--- config.mk ---
export PLATFORM = sky130hd
export DESIGN_NAME = pwr_event_irq
export DESIGN_NICKNAME = d
export VERILOG_FILES = /design/src/rtl/pwr_event_irq_pkg.sv /design/src/rtl/pwr_event_irq_ctrl.sv /design/src/rtl/pwr_event_irq_dp.sv /design/src/rtl/pwr_event_irq.sv
export SDC_FILE = /design/constraint.sdc
export NUM_CORES = 1
export LEC_CHECK = 0
export BUFFER_PORTS_ARGS = -buffer_cell sky130_fd_sc_hd__buf_4
export CAP_MARGIN = 20
export CORE_MARGIN = 8
export CORE_UTILIZATION = 30
export DETAILED_ROUTE_END_ITERATION = 10
export SLEW_MARGIN = 5
export SYNTH_ARGS = -nofsm -noshare
export SYNTH_HDL_FRONTEND = slang
export SYNTH_SLANG_ARGS = --single-unit
--- constraint.sdc ---
create_clock -name clk -period 1.6 [get_ports clk]
set_input_delay 0.16 -clock clk [delete_from_list [all_inputs] [get_ports clk]]
set_output_delay 0.16 -clock clk [all_outputs]
set_load 0.05 [all_outputs]
--- src/rtl/pwr_event_irq_pkg.sv ---
package pwr_event_irq_pkg;
  localparam int NUM_EVT  = 4;
  localparam int LIVE_BIT = 0;

  // strobes from the bus decoder to the register datapath
  typedef struct packed {
    logic [NUM_EVT-1:1] clr;    // write-1-to-clear per sticky bit
    logic               enLoad; // load enable register
    logic [NUM_EVT-1:0] enVal;  // value for enable register
  } regStrobe_t;
endpackage

--- src/rtl/pwr_event_irq_ctrl.sv ---
module pwr_event_irq_ctrl
  import pwr_event_irq_pkg::*;
#(
  parameter int ADDR_W    = 4,
  parameter int STAT_ADDR = 0,
  parameter int EN_ADDR   = 1
) (
  input  logic               wrEn,
  input  logic [ADDR_W-1:0]  wrAddr,
  input  logic [NUM_EVT-1:0] wrData,
  input  logic [ADDR_W-1:0]  rdAddr,
  input  logic [NUM_EVT-1:0] statusVec,
  input  logic [NUM_EVT-1:0] enVec,
  output regStrobe_t         strobe,
  output logic [NUM_EVT-1:0] rdData
);
  localparam logic [ADDR_W-1:0] STAT_A = ADDR_W'(STAT_ADDR);
  localparam logic [ADDR_W-1:0] EN_A   = ADDR_W'(EN_ADDR);

  logic statHit;
  logic enHit;

  always_comb begin
    statHit       = wrEn && (wrAddr == STAT_A);
    enHit         = wrEn && (wrAddr == EN_A);
    // bit 0 is live status: its write data is dropped here
    strobe.clr    = statHit ? wrData[NUM_EVT-1:1] : '0;
    strobe.enLoad = enHit;
    strobe.enVal  = wrData;
  end

  always_comb begin
    if (rdAddr == STAT_A)    rdData = statusVec;
    else if (rdAddr == EN_A) rdData = enVec;
    else                     rdData = '0;
  end
endmodule

--- src/rtl/pwr_event_irq_dp.sv ---
module pwr_event_irq_dp
  import pwr_event_irq_pkg::*;
(
  input  logic               clk,
  input  logic               rst,
  input  logic [NUM_EVT-1:0] evtSrc,
  input  regStrobe_t         strobe,
  output logic [NUM_EVT-1:0] statusVec,
  output logic [NUM_EVT-1:0] enVec,
  output logic               irq
);
  logic [NUM_EVT-1:0] enQ;
  logic               irqQ;

  for (genvar i = 0; i < NUM_EVT; i++) begin : g_bit
    if (i == LIVE_BIT) begin : g_live
      assign statusVec[i] = evtSrc[i];
    end else begin : g_sticky
      logic stickyQ;
      always_ff @(posedge clk) begin
        if (rst) stickyQ <= 1'b0;
        else     stickyQ <= evtSrc[i] | (stickyQ & ~strobe.clr[i]);
      end
      assign statusVec[i] = stickyQ;
    end
  end

  always_ff @(posedge clk) begin
    if (rst) begin
      enQ  <= '0;
      irqQ <= 1'b0;
    end else begin
      if (strobe.enLoad) enQ <= strobe.enVal;
      irqQ <= |(statusVec & enQ);
    end
  end

  assign enVec = enQ;
  assign irq   = irqQ;
endmodule

--- src/rtl/pwr_event_irq.sv ---
module pwr_event_irq
  import pwr_event_irq_pkg::*;
#(
  parameter int ADDR_W    = 4,
  parameter int STAT_ADDR = 0,
  parameter int EN_ADDR   = 1
) (
  input  logic               clk,
  input  logic               rst,
  input  logic               wrEn,
  input  logic [ADDR_W-1:0]  wrAddr,
  input  logic [NUM_EVT-1:0] wrData,
  input  logic [ADDR_W-1:0]  rdAddr,
  output logic [NUM_EVT-1:0] rdData,
  input  logic               initDone,
  input  logic               linkOnReq,
  input  logic               clkPresent,
  input  logic               clkAbsent,
  output logic               irq
);
  regStrobe_t         strobe;
  logic [NUM_EVT-1:0] statusVec;
  logic [NUM_EVT-1:0] enVec;
  logic [NUM_EVT-1:0] evtSrc;

  assign evtSrc = {initDone, linkOnReq, clkPresent, clkAbsent};

  pwr_event_irq_ctrl #(
    .ADDR_W(ADDR_W), .STAT_ADDR(STAT_ADDR), .EN_ADDR(EN_ADDR)
  ) u_ctrl (
    .wrEn(wrEn), .wrAddr(wrAddr), .wrData(wrData), .rdAddr(rdAddr),
    .statusVec(statusVec), .enVec(enVec), .strobe(strobe), .rdData(rdData)
  );

  pwr_event_irq_dp u_dp (
    .clk(clk), .rst(rst), .evtSrc(evtSrc), .strobe(strobe),
    .statusVec(statusVec), .enVec(enVec), .irq(irq)
  );
endmodule

==> impl_results.md, run 1 <==
* Run status: complete, no violations
* TritonCTS clock tree: built
* Synth Net Count at 65
* CTS Buf Count at 3
* Starting Density at 32.31%
* H-tree Lvls at 1
* Drt pass-1 iters at 3
* First-pass GRT wire length at 1.656 mm
* Hold buffers post-CTS at 0
* Placed cell area at 604.3 sq um
* Vias at 396
* Crit path launch type: primary input
* RSZ-0062 raised after global routing: false
* P_leak at 0.0002701 uW
* Post-CTS Resized at 0
* Row Count at 13
* Slew Viols, Final at 0
* Total Wirelength at 1.048 mm
* CORE AREA at 0.001301 sq mm
* Inst Count DP at 82
* Detail Route Antenna Nets at 0
* Critical path peak fanout at 4
* Die Wd at 53.44 microns
* WHS at 153.0 ps
* Number of port buffers at 23
* Avg Vias per Cell at 4.659
* Worst EP arrival at 1000 ps
* Setup tns final at 0 ps
* Minimum clock period at 1164 ps
* Mapped cell area at 420.4 sq um
* Slew @ Worst Pin at 261.1 ps
* Req. time, crit path at 1440 ps
* Clock slew at reported path FFs at 50 ps
* Die Y at 53.44 microns
* Most common cell after layout, fill and taps aside: buf_4
* Worst Setup End Kind: output port
* DR iter-0 viols at 2
* Layout cells sized above 1 at 40.00%
* Hold Vio Cnt, Final at 0
* Max Clock Skew at 3.405 ps
* Grt ovf at 0
* CP Class: in2out
* Yosys top cell area share at 38.10%
* Routability cong. at 0.6847
* HP Class: in2reg
* Clock Sinks at 8
* Setup Buffers After CTS at 0
* Maximum root-to-sink buffer count at 2
* Distinct cells, synth at 13
* Clk_lat worst skew at 250 ps
* Non-filler cells in the finished layout at 85
* Sequential element share of the synthesized area at 38.10%
* Synth warn at 0
* Final setup viols at 0
* Per-cell routed wire length at 12.33 microns
* Area growth, synth to finish at 49.11%
* Initial antenna violation count at 0
* Die ar. at 0.002855 sq mm
* # diodes at 0
* Vias in the first global route at 406
* Post-Syn Instances at 46
* I/O pins at 24
* Total track usage at 7.808%
* Period utilization at 72.78%
* FF+latch count, synth at 8
* CTS Root Cell: clkbuf_4
* Power per Cell Area at 699.1 mW/mm^2
* DRC Markers at 0
* Fin nets at 91
* Syn_area_per_cell at 9.139 sq um
* Area leader, netlist: dfxtp_1
* Max Clk Rate at 0.8588 GHz
* Peak VDD IR at 0.2792 mV
* Commonest cells after routing, fill and taps aside: 23 x buf_4, 8 x mux2i_1, 8 x nand2b_1, 8 x dfxtp_1, 7 x nor2_1
* Synth area leaders: dfxtp_1 38%, mux2i_1 19%, nand2b_1 12%
* Slew headroom at 82.35%
* Post-Layout Inst Area at 626.9 sq um
* Pin count of the biggest net entering global routing at 13
* MaxCap Viol Count at 0
## state kept, by name, indices dropped and copies added, names as in the netlist
register                     cells
u_dp.enVec                       4
u_dp.g_bit.g_sticky.stickyQ      3
u_dp.irq                         1
## stage by stage
| step | power (uW) | setup slack [ps] | utilization, % |
|---|---|---|---|
| after global routing | 469.6 | 374.4 | 48.17 |
| after detailed placement | 294.2 | 271.8 | 46.44 |
| after global placement | 293.0 | 274.0 | 46.44 |
| final | 438.2 | 435.5 | 48.17 |
| after floorplan | 250.5 | 184.7 | - |
| after CTS | 446.6 | 425.8 | 48.17 |
## area by class of cell
cell class              count  area, sq um
fillers                   143        674.4
clock buffers               3        22.52
multi-input cells          35        249.0
inverters                   1        3.754
flip-flops and latches      8        160.2
repair buffers             23        172.7
well taps                  15        18.77
## final timing paths
kind | start | end | slack [ps] | cells past startpoint
setup / recovery | rdAddr[1] | rdData[0] | 440 | 4
hold / removal | rst | u_dp.irq | 150 | 2
setup reg to reg | u_dp.g_bit[1].g_sticky.stickyQ | u_dp.irq | 860 | 2
hold reg to reg | u_dp.enVec[1] | u_dp.enVec[1] | 490 | 2
## per-layer routing
layer	up-vias	share of wire, %	track usage (%)
met1	166	42	7.837
met3	0	16	4.762
met4	0	0	5.042
li1	210	-	-
met2	20	42	11.91
met5	-	0	0
## synthesized netlist by cell type, drive strengths merged
cell	n
dfxtp	8
mux2i	8
nand2b	8
nor2	8
nor3	3
nor4b	3
a22oi	2
clkbuf	2
a21oi	1
inv	1
or3	1
or4b	1
## where the power goes
group / leakage, uW / total, uW / internal, uW / switching (uW)
Combinational: 0.000191 / 76.6 / 46.2 / 30.5
Sequential: 0.0000655 / 212 / 207 / 5.49
Clock: 0.0000138 / 149 / 85.5 / 63.9
## cells by family after synthesis
group	Yosys count	synth area share [%]
AOI/OAI and AO/OA	3	4.760
muxes	8	19.05
DFF	8	38.09
buffers and inverters	3	2.678
and+or+nand+nor	24	35.42
## critical path, cell delays in order
cell    delay (ps)
buf_4          100
or3_1          420
nor2_1         120
buf_4          200
Power figures use the tool's default switching activity.
==> run 2, diff against run 1 <==
--- a/config.mk
+++ b/config.mk
@@ -5,6 +5,7 @@
 export SDC_FILE = /design/constraint.sdc
 export NUM_CORES = 1
 export LEC_CHECK = 0
+export ABC_AREA = 1
 export BUFFER_PORTS_ARGS = -buffer_cell sky130_fd_sc_hd__buf_4
 export CAP_MARGIN = 20
 export CORE_MARGIN = 8
==> constraint.sdc (replaced) <==
create_clock -name clk -period 1 [get_ports clk]
set_input_delay 0.1 -clock clk [delete_from_list [all_inputs] [get_ports clk]]
set_output_delay 0.1 -clock clk [all_outputs]
set_load 0.05 [all_outputs]
==> run 2 against run 1 <==
  * The flow now finishes with violations (setup timing)
  * Critical path depth fell by 1
  * Critical endpoint is now rdData[1]
  * Power increased by 73%
  * Final cell count increased by 22%
  * Sequential power rose by 61%
==> impl_results.md, run 2 <==
* P_leak at 0.0003451 uW (was 0.0002701 uW)
* I/O pins at 24 (unchanged)
* Period utilization at 106.9%
* Die Y at 53.16 microns (was 53.44 microns)
* Worst Setup SP: u_dp.g_bit[1].g_sticky.stickyQ (was rdAddr[1])
* Vias at 472 (was 396)
* Worst Setup End Kind: output port (unchanged)
* Critical path peak fanout at 2 (was 4)
* RSZ-0062 raised after global routing: true (was false)
* Req. time, crit path at 900 ps (was 1440 ps)
* Failing checks: setup timing
* Vias in the first global route at 471 (was 406)
* Run status: finished with violations (was complete, no violations)
* Sequential element share of the synthesized area at 38.67% (was 38.10%)
* Filler Cells Inserted at 136 (was 143)
* Most frequent cells after synthesis: 13 x nor2_1, 12 x nand2_1, 9 x inv_1 (was 8 x dfxtp_1, 8 x mux2i_1, 8 x nand2b_1)
* Per-cell routed wire length at 12.28 microns (was 12.33 microns)
* Slew Viols, Final at 0 (unchanged)
* H-tree Lvls at 1 (unchanged)
* Slew @ Worst Pin at 245.3 ps (was 261.1 ps)
* Die Wd at 53.16 microns (was 53.44 microns)
* TritonCTS clock tree: built (unchanged)
* Fin worst setup slack at -68.66 ps (was 435.5 ps)
* Detail Route Antenna Nets at 0 (unchanged)
* Most common cell after layout, fill and taps aside: buf_4 (unchanged)
* Row Count at 13 (unchanged)
* Layout cells sized above 1 at 51.69% (was 40.00%)
* Number of port buffers at 23 (unchanged)
* Total Wirelength at 1.277 mm (was 1.048 mm)
* Number of flip-flops under the largest register name at 4 (unchanged)
* CORE AREA at 0.001301 sq mm (unchanged)
* Final setup viols at 4 (was 0)
* Starting Density at 31.83% (was 32.31%)
* FF+latch count, synth at 8 (unchanged)
* Ys flop type: dfxtp_1 (unchanged)
* Clock slew at reported path FFs at 60 ps (was 50 ps)
* Commonest cells after routing, fill and taps aside: 21 x buf_4, 13 x nor2_1, 12 x nand2_1, 8 x inv_2, 5 x inv_1 (was 23 x buf_4, 8 x mux2i_1, 8 x nand2b_1, 8 x dfxtp_1, 7 x nor2_1)
* Synth Net Count at 80 (was 65)
* Post-synth EDFFs at 0 (unchanged)
* Avg Vias per Cell at 4.538 (was 4.659)
* Routability cong. at 0.7584 (was 0.6847)
* Worst r2r path cells at 5 (was 2)
* CP Class: reg2out (was in2out)
* Initial antenna violation count at 0 (unchanged)
* Post-Syn Instances at 61 (was 46)
* Mapped cell area at 414.1 sq um (was 420.4 sq um)
* Clk_lat worst skew at 270 ps (was 250 ps)
* # diodes at 0 (unchanged)
* Grt ovf at 0 (unchanged)
* Hold buffers post-CTS at 0 (unchanged)
* Min-delay src: rst (unchanged)
* Hold Vio Cnt, Final at 0 (unchanged)
* Power per Cell Area at 1104 mW/mm^2 (was 699.1 mW/mm^2)
* Maximum root-to-sink buffer count at 2 (unchanged)
* Synth warn at 0 (unchanged)
* Yosys top cell area share at 38.67% (was 38.10%)
* Worst Hold Depth at 2 (unchanged)
* Die ar. at 0.002825 sq mm (was 0.002855 sq mm)
* First-pass GRT wire length at 1.918 mm (was 1.656 mm)
* Drt pass-1 iters at 4 (was 3)
* Crit path launch type: flip-flop (was primary input)
* MaxCap Viol Count at 0 (unchanged)
* Register Area at 165.2 sq um (was 160.2 sq um)
* Reg-to-Reg Start: u_dp.g_bit[2].g_sticky.stickyQ (was u_dp.g_bit[1].g_sticky.stickyQ)
* Distinct cells, synth at 11 (was 13)
* Post-synthesis async set-or-reset flop share at 0% (unchanged)
* Power Total at 759.9 uW (was 438.2 uW)
* CTS Root Cell: clkbuf_4 (unchanged)
* Minimum clock period at 1069 ps
* Fin nets at 110 (was 91)
* Max Clock Skew at 12.27 ps (was 3.405 ps)
* CTS Buf Count at 3 (unchanged)
* Clock Sinks at 8 (unchanged)
* Area of the multi-input gates at 230.2 sq um (was 249.0 sq um)
* HP Class: in2reg (unchanged)
* Worst EP arrival at 970 ps (was 1000 ps)
* Setup tns final at -220.6 ps (was 0 ps)
* Area growth, synth to finish at 66.16% (was 49.11%)
* Pre-CTS setup slack at 43.55 ps (was 271.8 ps)
* Slew headroom at 83.60% (was 82.35%)
* Total track usage at 9.249% (was 7.808%)
* Pin count of the biggest net entering global routing at 9 (was 13)
* Syn_area_per_cell at 6.789 sq um (was 9.139 sq um)
* DRC Markers at 0 (unchanged)
* Max Clk Rate at 0.9357 GHz
* Peak VDD IR at 0.4745 mV (was 0.2792 mV)
* Synth area leaders: dfxtp_1 39%, nor2_1 12%, nand2_1 11% (was dfxtp_1 38%, mux2i_1 19%, nand2b_1 12%)
* Post-DP HPWL at 960.6 microns
* Most common cell in the netlist: nor2_1
* Area leader, netlist: dfxtp_1 (unchanged)
* DR iter-0 viols at 6 (was 2)
## run 2: cell types whose count changed in the layout (fill, tap and decap cells not counted), moves of 4 or more
cell,delta
inv_2,+8
inv_1,+4
o22ai_2,+4
nand2_1,+12
dfxtp_1,-4
nand2b_1,-8
mux2i_1,-8
dfxtp_2,+4
nor2_1,+6
buf_6,+4
## run 2: metal layers
layer	up-vias	track usage, %	part of all wire, %
met1	201	9.539	42
met5	-	0	0
met2	19	14.65	47
met4	0	3.782	0.78
met3	2	5.882	9.7
li1	250	-	-
## run 2: repair_timing
action                                  CTS  global route
buffers inserted                          1             1
pin swaps                                 3             0
endpoints found under the setup margin    4             4
resized for setup                        10             6
## run 2: worst paths after layout
path                                         end  slack [ps]
setup / recovery                       rdData[1]         -70
hold / removal    u_dp.g_bit[1].g_sticky.stickyQ          10
setup reg to reg                        u_dp.irq         140
hold reg to reg   u_dp.g_bit[3].g_sticky.stickyQ         480
## run 2: report_power, final
group / total (uW) / leakage, uW / internal [uW] / switching (uW)
Combinational: 154 / 0.000265 / 79.3 / 75.1
Clock: 264 / 0.0000138 / 138 / 125
Sequential: 342 / 0.0000666 / 334 / 7.78
Total: 760 / 0.000345 / 552 / 208
## run 2: area by class of cell
type | count | share of cell area, %
Inverter | 13 | 7.091
Timing Repair Buffer | 25 | 29.45
Multi-Input combinational cell | 40 | 33.45
Tap cell | 15 | 2.727
Clock buffer | 3 | 3.273
Sequential cell | 8 | 24.00
## run 2: kinds of logic (layout without fill, tap and decap cells)
logic type / Yosys count / count (layout) / share of synthesized area (%)
buffers and inverters: 13 / 41 / 11.78
flip-flops: 8 / 8 / 38.67
AO/OA/AOI/OAI: 9 / 9 / 12.69
AND/OR/NAND/NOR: 31 / 31 / 36.86
## run 2: critical path: stages (launching register included)
cell and delay [ps]:
dfxtp_2 340, inv_2 40, o22ai_2 140, buf_6 180
## run 2: per-stage QoR
| stage | util [%] | instances | instance area, sq um | hold slack, ps |
|---|---|---|---|---|
| 6_report | 52.88 | 104 | 688.2 | 13.40 |
| 5_1_grt | 52.88 | 104 | 688.2 | 1.164 |
| 4_1_cts | 50.00 | 103 | 650.6 | 11.77 |
| 3_5_place_dp | 46.54 | 99 | 605.6 | 305.6 |
| 3_3_place_gp | 46.54 | 99 | 605.6 | 304.4 |
| 2_1_floorplan | - | 61 | 414.1 | 169.1 |
